### src/rtl/opfwd_pkg.sv
package opfwd_pkg;

   typedef enum logic [0:0] {
      OPSEL_RF  = 1'b0,
      OPSEL_BYP = 1'b1
   } opsel_e;

endpackage

### src/rtl/opfwd_producer_qual.sv
module opfwd_producer_qual #(
   parameter int  IDX_W    = 5,
   parameter bit  ZERO_REG = 1'b1
) (
   input  logic [IDX_W-1:0] m_dst_idx,
   input  logic             m_wr_en,
   input  logic             m_is_load,
   output logic             eligible
);

   logic dst_ok;

   generate
      if (ZERO_REG) begin : g_zero_hardwired
         assign dst_ok = |m_dst_idx;
      end else begin : g_zero_plain
         assign dst_ok = 1'b1;
      end
   endgenerate

   // A load result is not ready in time: the load delay slot covers it.
   assign eligible = m_wr_en & ~m_is_load & dst_ok;

endmodule

### src/rtl/opfwd_src_cmp.sv
module opfwd_src_cmp
   import opfwd_pkg::*;
#(
   parameter int IDX_W = 5
) (
   input  logic [IDX_W-1:0] src_idx,
   input  logic [IDX_W-1:0] dst_idx,
   input  logic             eligible,
   output opsel_e           sel
);

   always_comb begin
      if (eligible && (src_idx == dst_idx)) sel = OPSEL_BYP;
      else                                  sel = OPSEL_RF;
   end

endmodule

### src/rtl/opfwd_opnd_mux.sv
module opfwd_opnd_mux
   import opfwd_pkg::*;
#(
   parameter int XLEN  = 32,
   parameter bit ANDOR = 1'b1
) (
   input  opsel_e            sel,
   input  logic [XLEN-1:0]   rf_val,
   input  logic [XLEN-1:0]   byp_val,
   output logic [XLEN-1:0]   opnd
);

   logic take_byp;
   assign take_byp = (sel == OPSEL_BYP);

   generate
      if (ANDOR) begin : g_andor
         assign opnd = ({XLEN{take_byp}} & byp_val) | ({XLEN{~take_byp}} & rf_val);
      end else begin : g_ternary
         assign opnd = take_byp ? byp_val : rf_val;
      end
   endgenerate

endmodule

### src/rtl/opfwd_unit.sv
module opfwd_unit
   import opfwd_pkg::*;
#(
   parameter int XLEN     = 32,
   parameter int NREGS    = 32,
   parameter int NUM_SRC  = 2,
   parameter bit ZERO_REG = 1'b1,
   parameter bit ANDOR    = 1'b1,
   localparam int IDX_W   = (NREGS > 1) ? $clog2(NREGS) : 1
) (
   input  logic [NUM_SRC-1:0][IDX_W-1:0] x_src_idx,
   input  logic [NUM_SRC-1:0][XLEN-1:0]  x_rf_data,
   input  logic [IDX_W-1:0]              m_dst_idx,
   input  logic                          m_wr_en,
   input  logic                          m_is_load,
   input  logic [XLEN-1:0]               m_alu_result,
   output logic [NUM_SRC-1:0][XLEN-1:0]  x_opnd,
   output logic [NUM_SRC-1:0]            x_byp_sel
);

   generate
      if (XLEN < 1) begin : g_bad_xlen
         $error("opfwd_unit: XLEN must be at least 1");
      end
      if (NREGS < 2) begin : g_bad_nregs
         $error("opfwd_unit: NREGS must be at least 2");
      end
      if (NUM_SRC < 1) begin : g_bad_nsrc
         $error("opfwd_unit: NUM_SRC must be at least 1");
      end
   endgenerate

   logic   eligible;
   opsel_e sel [NUM_SRC];

   opfwd_producer_qual #(
      .IDX_W    (IDX_W),
      .ZERO_REG (ZERO_REG)
   ) qual_i (
      .m_dst_idx (m_dst_idx),
      .m_wr_en   (m_wr_en),
      .m_is_load (m_is_load),
      .eligible  (eligible)
   );

   generate
      for (genvar s = 0; s < NUM_SRC; s++) begin : g_src
         opfwd_src_cmp #(.IDX_W(IDX_W)) cmp_i (
            .src_idx  (x_src_idx[s]),
            .dst_idx  (m_dst_idx),
            .eligible (eligible),
            .sel      (sel[s])
         );

         opfwd_opnd_mux #(.XLEN(XLEN), .ANDOR(ANDOR)) mux_i (
            .sel     (sel[s]),
            .rf_val  (x_rf_data[s]),
            .byp_val (m_alu_result),
            .opnd    (x_opnd[s])
         );

         assign x_byp_sel[s] = (sel[s] == OPSEL_BYP);
      end
   endgenerate

   always_comb begin
      for (int s = 0; s < NUM_SRC; s++) begin
         AST_BYP_DATA: assert (!x_byp_sel[s] || (x_opnd[s] == m_alu_result))
            else $error("bypass selected but operand is not the ALU result");
         AST_RF_DATA: assert (x_byp_sel[s] || (x_opnd[s] == x_rf_data[s]))
            else $error("register-file path selected but operand differs");
         AST_SEL_NEEDS_MATCH: assert (!x_byp_sel[s] || (x_src_idx[s] == m_dst_idx))
            else $error("bypass selected without an index match");
         AST_NO_FWD_WEN: assert (m_wr_en || !x_byp_sel[s])
            else $error("bypass with write enable low");
         AST_NO_FWD_LOAD: assert (!m_is_load || !x_byp_sel[s])
            else $error("load result forwarded");
         AST_NO_FWD_ZERO: assert (!ZERO_REG || (m_dst_idx != '0) || !x_byp_sel[s])
            else $error("register 0 forwarded");
      end
   end

endmodule

### config.mk
export PLATFORM = sky130hd
export DESIGN_NAME = opfwd_unit
export DESIGN_NICKNAME = d
export VERILOG_FILES = /design/src/rtl/opfwd_pkg.sv /design/src/rtl/opfwd_producer_qual.sv /design/src/rtl/opfwd_src_cmp.sv /design/src/rtl/opfwd_opnd_mux.sv /design/src/rtl/opfwd_unit.sv
export SDC_FILE = /design/constraint.sdc
export NUM_CORES = 1
export LEC_CHECK = 0
export CAP_MARGIN = 40
export CORE_UTILIZATION = 27
export DETAILED_ROUTE_END_ITERATION = 8
export MAX_ROUTING_LAYER = met4
export PLACE_DENSITY = 0.95
export SLEW_MARGIN = 20
export SYNTH_ARGS = -nofsm -noshare
export SYNTH_HDL_FRONTEND = slang
export SYNTH_HIERARCHICAL = 1
export SYNTH_SLANG_ARGS = --single-unit
### constraint.sdc
create_clock -name vclk -period 3.44
set_clock_uncertainty 0.15 [all_clocks]
set_input_delay 0.344 -clock vclk [all_inputs]
set_output_delay 0.344 -clock vclk [all_outputs]
set_load 0.03 [all_outputs]
# Yosys cells after proc, flatten, opt, wreduce, memory -nomap -nowiden
# Index checks and enable logic that the tools add are counted.
# totals
output_inout_bits	66
input_bits	113
ff_bits	0
# op_classes
eq_ne	2
mux	2
bitwise	11
n_reduce_logical	3
# ops
op	count
32-bit AND	4
32-bit bitwise OR	2
5-bit == test	2
5-bit OR reduction	1
1-bit inverter	3
1-bit AND	2
1-bit logical AND	2
1-bit 2-to-1 mux	2

# Depth between registers and ports, before layout
# Gate-level depths: netlist of run 1.
# logic_depth
ltp_word	8
ltp_mapped	6
mapped_depth_nobuf	4

# By module
# Netlist of run 1, hierarchy kept.
# modules_own_cells
module	n_inst	cells_per_inst	area_per_inst_um2
opfwd_opnd_mux	2	36	544.3
opfwd_src_cmp	2	7	56.3
opfwd_producer_qual	1	4	32.5

# Worst setup path before layout of run 1
# No wires, ideal clock.
# synth_path
path_kind	input-to-output
start	in m_dst_idx[0]
end	out x_opnd[0] in the netlist's numbering
arrival_ns	1.783
setup_slack_ns	1.163
path_stages	6
required_ns	2.946
path_buffers	2
path_cell_list	xor2_1 nor4_1 and3_1 buf_6 buf_12 mux2_4
# synth_rtl
item	line_no	text
from (decl)	opfwd_unit.sv:13	input logic [IDX_W-1:0] m_dst_idx,
to (decl)	opfwd_unit.sv:17	output logic [NUM_SRC-1:0][XLEN-1:0] x_opnd,

==> results of run 1 <==
[cell type report]
type / count / area [µm²]
fill: 353 / 1350
multi-input combinational: 82 / 1090
tap: 52 / 65.1
timing repair buffer: 183 / 1870
[cell usage in the layout, fill, tap and decap left out, drive strengths merged]
cell	instances
mux2	64
xor2	8
a21oi	1
nor3	1
and3	2
xnor2	2
buf	4
nor2	1
clkdlybuf4s50	179
nor4	2
nand2b	1
[worst paths after layout]
check / from / endpoint / slack, ns
worst max-delay path: m_dst_idx[1] / x_opnd[45] / 0.32
worst min-delay path: x_rf_data[7] / x_opnd[7] / 1.77
[worst max-delay path, stage by stage]
cell and delay, ns:
clkdlybuf4s50_1 0.47, xor2_1 0.19, nor4_1 0.23, and3_2 0.28
buf_12 0.19, mux2_4 0.31, clkdlybuf4s50_1 0.60
[per-layer routing]
| metal | part of all wire | global-route usage | vias up |
|---|---|---|---|
| li1 | - | - | 685 |
| met1 | 0.36 | 0.198 | 650 |
| met2 | 0.55 | 0.364 | 95 |
| met3 | 0.069 | 0.0247 | 8 |
| met4 | 0.019 | 0.0295 | 0 |
| met5 | 0 | - | - |
[stage by stage]
step | cells | setup slack [ns]
floorplan | 90 | 1.16
global placement | 317 | 0.315
detailed placement | 317 | 0.296
CTS | 317 | 0.291
global route | 317 | 0.194
finish | 317 | 0.316
[cell families after synthesis]
logic type	after synthesis	share of synthesized area
multiplexers	64	0.767
buffers and inverters	8	0.116
XOR/XNOR	10	0.0710
AO/OA/AOI/OAI	1	0.00405
AND/OR/NAND/NOR	7	0.0426
[power groups by stage]
stage               sequential (mW)  combinational [mW]  clock, mW
finish                            0               0.397          0
detailed placement                0               0.399          0
CTS                               0               0.400          0
floorplan                         0               0.176          0
global route                      0               0.415          0
global placement                  0               0.393          0
==> metrics, run 1 <==
# clk buffers 0; WHS Path Cells 3; initial antenna violation count 0; kind of critical path in2out; Final ANT Viol Nets 0; Seq cells 0; yosys synthesis warning count 6; global-route wire length before repair 7.18 mm; critical path startpoint category primary input; Iteration-0 DRC Markers 13; setup TNS 0 ns; sequential share of power 0; max-slew violation count 0; DR DRC count 0; Mapped Nets 203; Synth top area share 0.730; Least-Margin Pin Slew approximately 0.34 ns; final setup vio count 0; Hold WC Path Type in2out; Cell variety after synth 12; Worst VDD drop 0.0729 mV; Final Util 0.691; proportion of synthesized chip area in sequential cells 0; main area contributors after synthesis mux2_4 73%, buf_12 9.7%, xor2_1 5.7%; synth-to-layout area growth 146%; Final period util 0.908; min cycle time layout 3.12 ns; Arr. time, crit path approximately 2.6 ns; overall power about 0.40 mW; CP max FO 18; Sw Pwr approximately 0.15 mW; clock share of power 0; Gate Count Post-Synth 90; dpl cell area roughly 3000 µm²; register area 0 µm²; dpl hpwl roughly 4.2 mm; share of cells above drive strength 1 0.272; area of the core around 4400 µm²; grt total ovfl 0; largest net degree at the start of global routing 19; RSZ-0062 raised after global routing false; power density cells approximately 130 nW/µm²; logic gate share of total power 1.000; synth cell count leaders 60 x mux2_4, 8 x xor2_1, 6 x buf_12; overall die height 69.6 µm; WL/cell around 15 µm; post_cts resized 0; Slew HR 0.775; Final Net Count between 300 and 400; # Post-CTS Setup Buffers 0; leading area contributor after synthesis mux2_4; GPL Wtd Cong 0.776; Pre-antenna DRT Iters 3; Avg Synthesized Cell Area about 14 µm²; Fin. Hold Viols 0; GRT Total Usage 0.185; P_int between 0.2 and 0.25 mW; critical path data required time ~3.0 ns; Port Buf Inserts around 180; # diodes 0; area of the die between 4000 and 5000 µm²; fmax 320 MHz; final instance area 3030 µm²; P_leak 1.22 nW; Mapped Area between 1000 and 1500 µm²; Switching Fraction 0.383; row cnt 24; most instantiated library cell after synthesis mux2_4; Initial Utilization 0.281; CP endpoint kind output port; Max Cap Violations 0; number of vias per cell between 4 and 5; Vias ~1400; die width 69.6 µm; Hold Buf Count CTS 0; I/O pins roughly 180; final wirelength approximately 4.6 mm; vias in the first global route between 1000 and 1500; Min Hold Slack 1.77 ns; status completed
(Power assumes the default switching activity.)
==> run 2: changes to the inputs <==
--- a/config.mk
+++ b/config.mk
@@ -8,7 +8,6 @@
 export CAP_MARGIN = 40
 export CORE_UTILIZATION = 27
 export DETAILED_ROUTE_END_ITERATION = 8
-export MAX_ROUTING_LAYER = met4
 export PLACE_DENSITY = 0.95
 export SLEW_MARGIN = 20
 export SYNTH_ARGS = -nofsm -noshare
==> metrics, run 2 (same netlist as run 1, synthesis figures left out) <==
number of vias per cell 4.54 (unchanged); setup TNS 0 ns (unchanged); Arr. time, crit path 2.63 ns (about the same); power density cells 131 nW/µm² (about the same); max-slew violation count 0 (unchanged); Pre-antenna DRT Iters 3 (unchanged); overall die height 69.6 µm (unchanged); kind of critical path in2out; post_cts resized 0 (unchanged); WL/cell 14.6 µm (about the same); overall power 0.397 mW (about the same); RSZ-0062 raised after global routing false; grt total ovfl 0 (unchanged); most common cell after layout, fill and taps aside clkdlybuf4s50_1; final setup vio count 0 (unchanged); Iteration-0 DRC Markers 11 (-2); largest net degree at the start of global routing 19 (unchanged); CP endpoint kind output port; Placed Cells 317 (unchanged); Post-Layout Cell Count 317 (unchanged); fmax 320 MHz (about the same); synth-to-layout area growth 146% (unchanged); Least-Margin Pin Slew 0.337 ns (unchanged); Final Net Count 380 (unchanged); Hold WC Path Type in2out; area of the core 4380 µm² (unchanged); dpl hpwl 4.18 mm (unchanged); Max Cap Violations 0 (unchanged); area occupied by multi-input gates 1090 µm² (unchanged); Initial Utilization 0.281 (unchanged); min cycle time layout 3.13 ns (+0.00283 ns); global-route wire length before repair 7.18 mm (unchanged); final wirelength 4.64 mm (about the same); # clk buffers 0 (unchanged); critical path startpoint category primary input; Slew HR 0.775 (unchanged); row cnt 24 (unchanged); Fin. Hold Viols 0 (unchanged); GRT Total Usage 0.180 (-0.00508); # fillers 353 (unchanged); status completed; Seq cells 0 (unchanged); # diodes 0 (unchanged); # Post-CTS Setup Buffers 0 (unchanged); most frequent cells in the layout 179 x clkdlybuf4s50_1, 60 x mux2_4, 8 x xor2_1; P_leak 1.22 nW (unchanged); area of the die 4840 µm² (unchanged); register area 0 µm² (unchanged); vias in the first global route 1500 (+0.067%); DR DRC count 0 (unchanged); I/O pins 179 (unchanged); Hold Buf Count CTS 0 (unchanged); GPL Wtd Cong 0.766 (-1.3%); critical path data required time 2.95 ns (about the same); Final ANT Viol Nets 0 (unchanged); Final period util 0.909 (about the same); CP max FO 18 (unchanged); Port Buf Inserts 179 (unchanged); share of cells above drive strength 1 0.272 (unchanged); initial antenna violation count 0 (unchanged); Worst VDD drop 0.0729 mV (about the same); die width 69.6 µm (unchanged); Vias 1438 (unchanged)
==> run 2: final cells by class <==
cell class	count	area share
tap	52	0.0215
multi-input combinational	82	0.361
timing repair buffer	183	0.618
==> run 2: worst paths after layout <==
path / start / end / cells after the start / slack, ns
setup / recovery: m_dst_idx[1] / x_opnd[45] / 7 / 0.31
hold / removal: x_rf_data[7] / x_opnd[7] / 3 / 1.77
==> run 2: where the power goes <==
group | switching [mW] | internal [mW] | total [mW] | leakage, nW
registers | 0 | 0 | 0 | 0
clock network | 0 | 0 | 0 | 0
logic | 0.152 | 0.245 | 0.397 | 1.22
==> run 2: critical path, stage by stage <==
cell and delay [ns]:
clkdlybuf4s50_1 0.47, xor2_1 0.19, nor4_1 0.23, and3_2 0.28
buf_12 0.19, mux2_4 0.32, clkdlybuf4s50_1 0.60
==> run 2: per-stage QoR <==
stage	setup WS, ns	instance area [µm²]	hold WS (ns)	utilization
final	0.313	3030	1.77	0.691
after floorplan	1.16	1230	0.718	-
after global placement	0.315	3030	1.76	0.691
after detailed placement	0.296	3030	1.77	0.691
after CTS	0.291	3030	1.77	0.691
after global routing	0.194	3030	1.78	0.691
==> run 2: layer usage <==
layer / vias to the layer above / track usage / share of wire
met5: - / 0 / 0
met4: 0 / 0.0295 / 0.019
met3: 8 / 0.0378 / 0.081
met2: 95 / 0.364 / 0.55
met1: 650 / 0.190 / 0.35
li1: 685 / - / -
==> run 3: changes to the inputs <==
--- a/config.mk
+++ b/config.mk
@@ -8,9 +8,11 @@
 export CAP_MARGIN = 40
 export CORE_UTILIZATION = 27
 export DETAILED_ROUTE_END_ITERATION = 8
+export GPL_ROUTABILITY_DRIVEN = 1
 export PLACE_DENSITY = 0.95
 export SLEW_MARGIN = 20
 export SYNTH_ARGS = -nofsm -noshare
 export SYNTH_HDL_FRONTEND = slang
 export SYNTH_HIERARCHICAL = 1
 export SYNTH_SLANG_ARGS = --single-unit
+export TNS_END_PERCENT = 50
==> results of run 3 <==
Same layout as run 2: the final DEF is identical, and so are final timing and power.
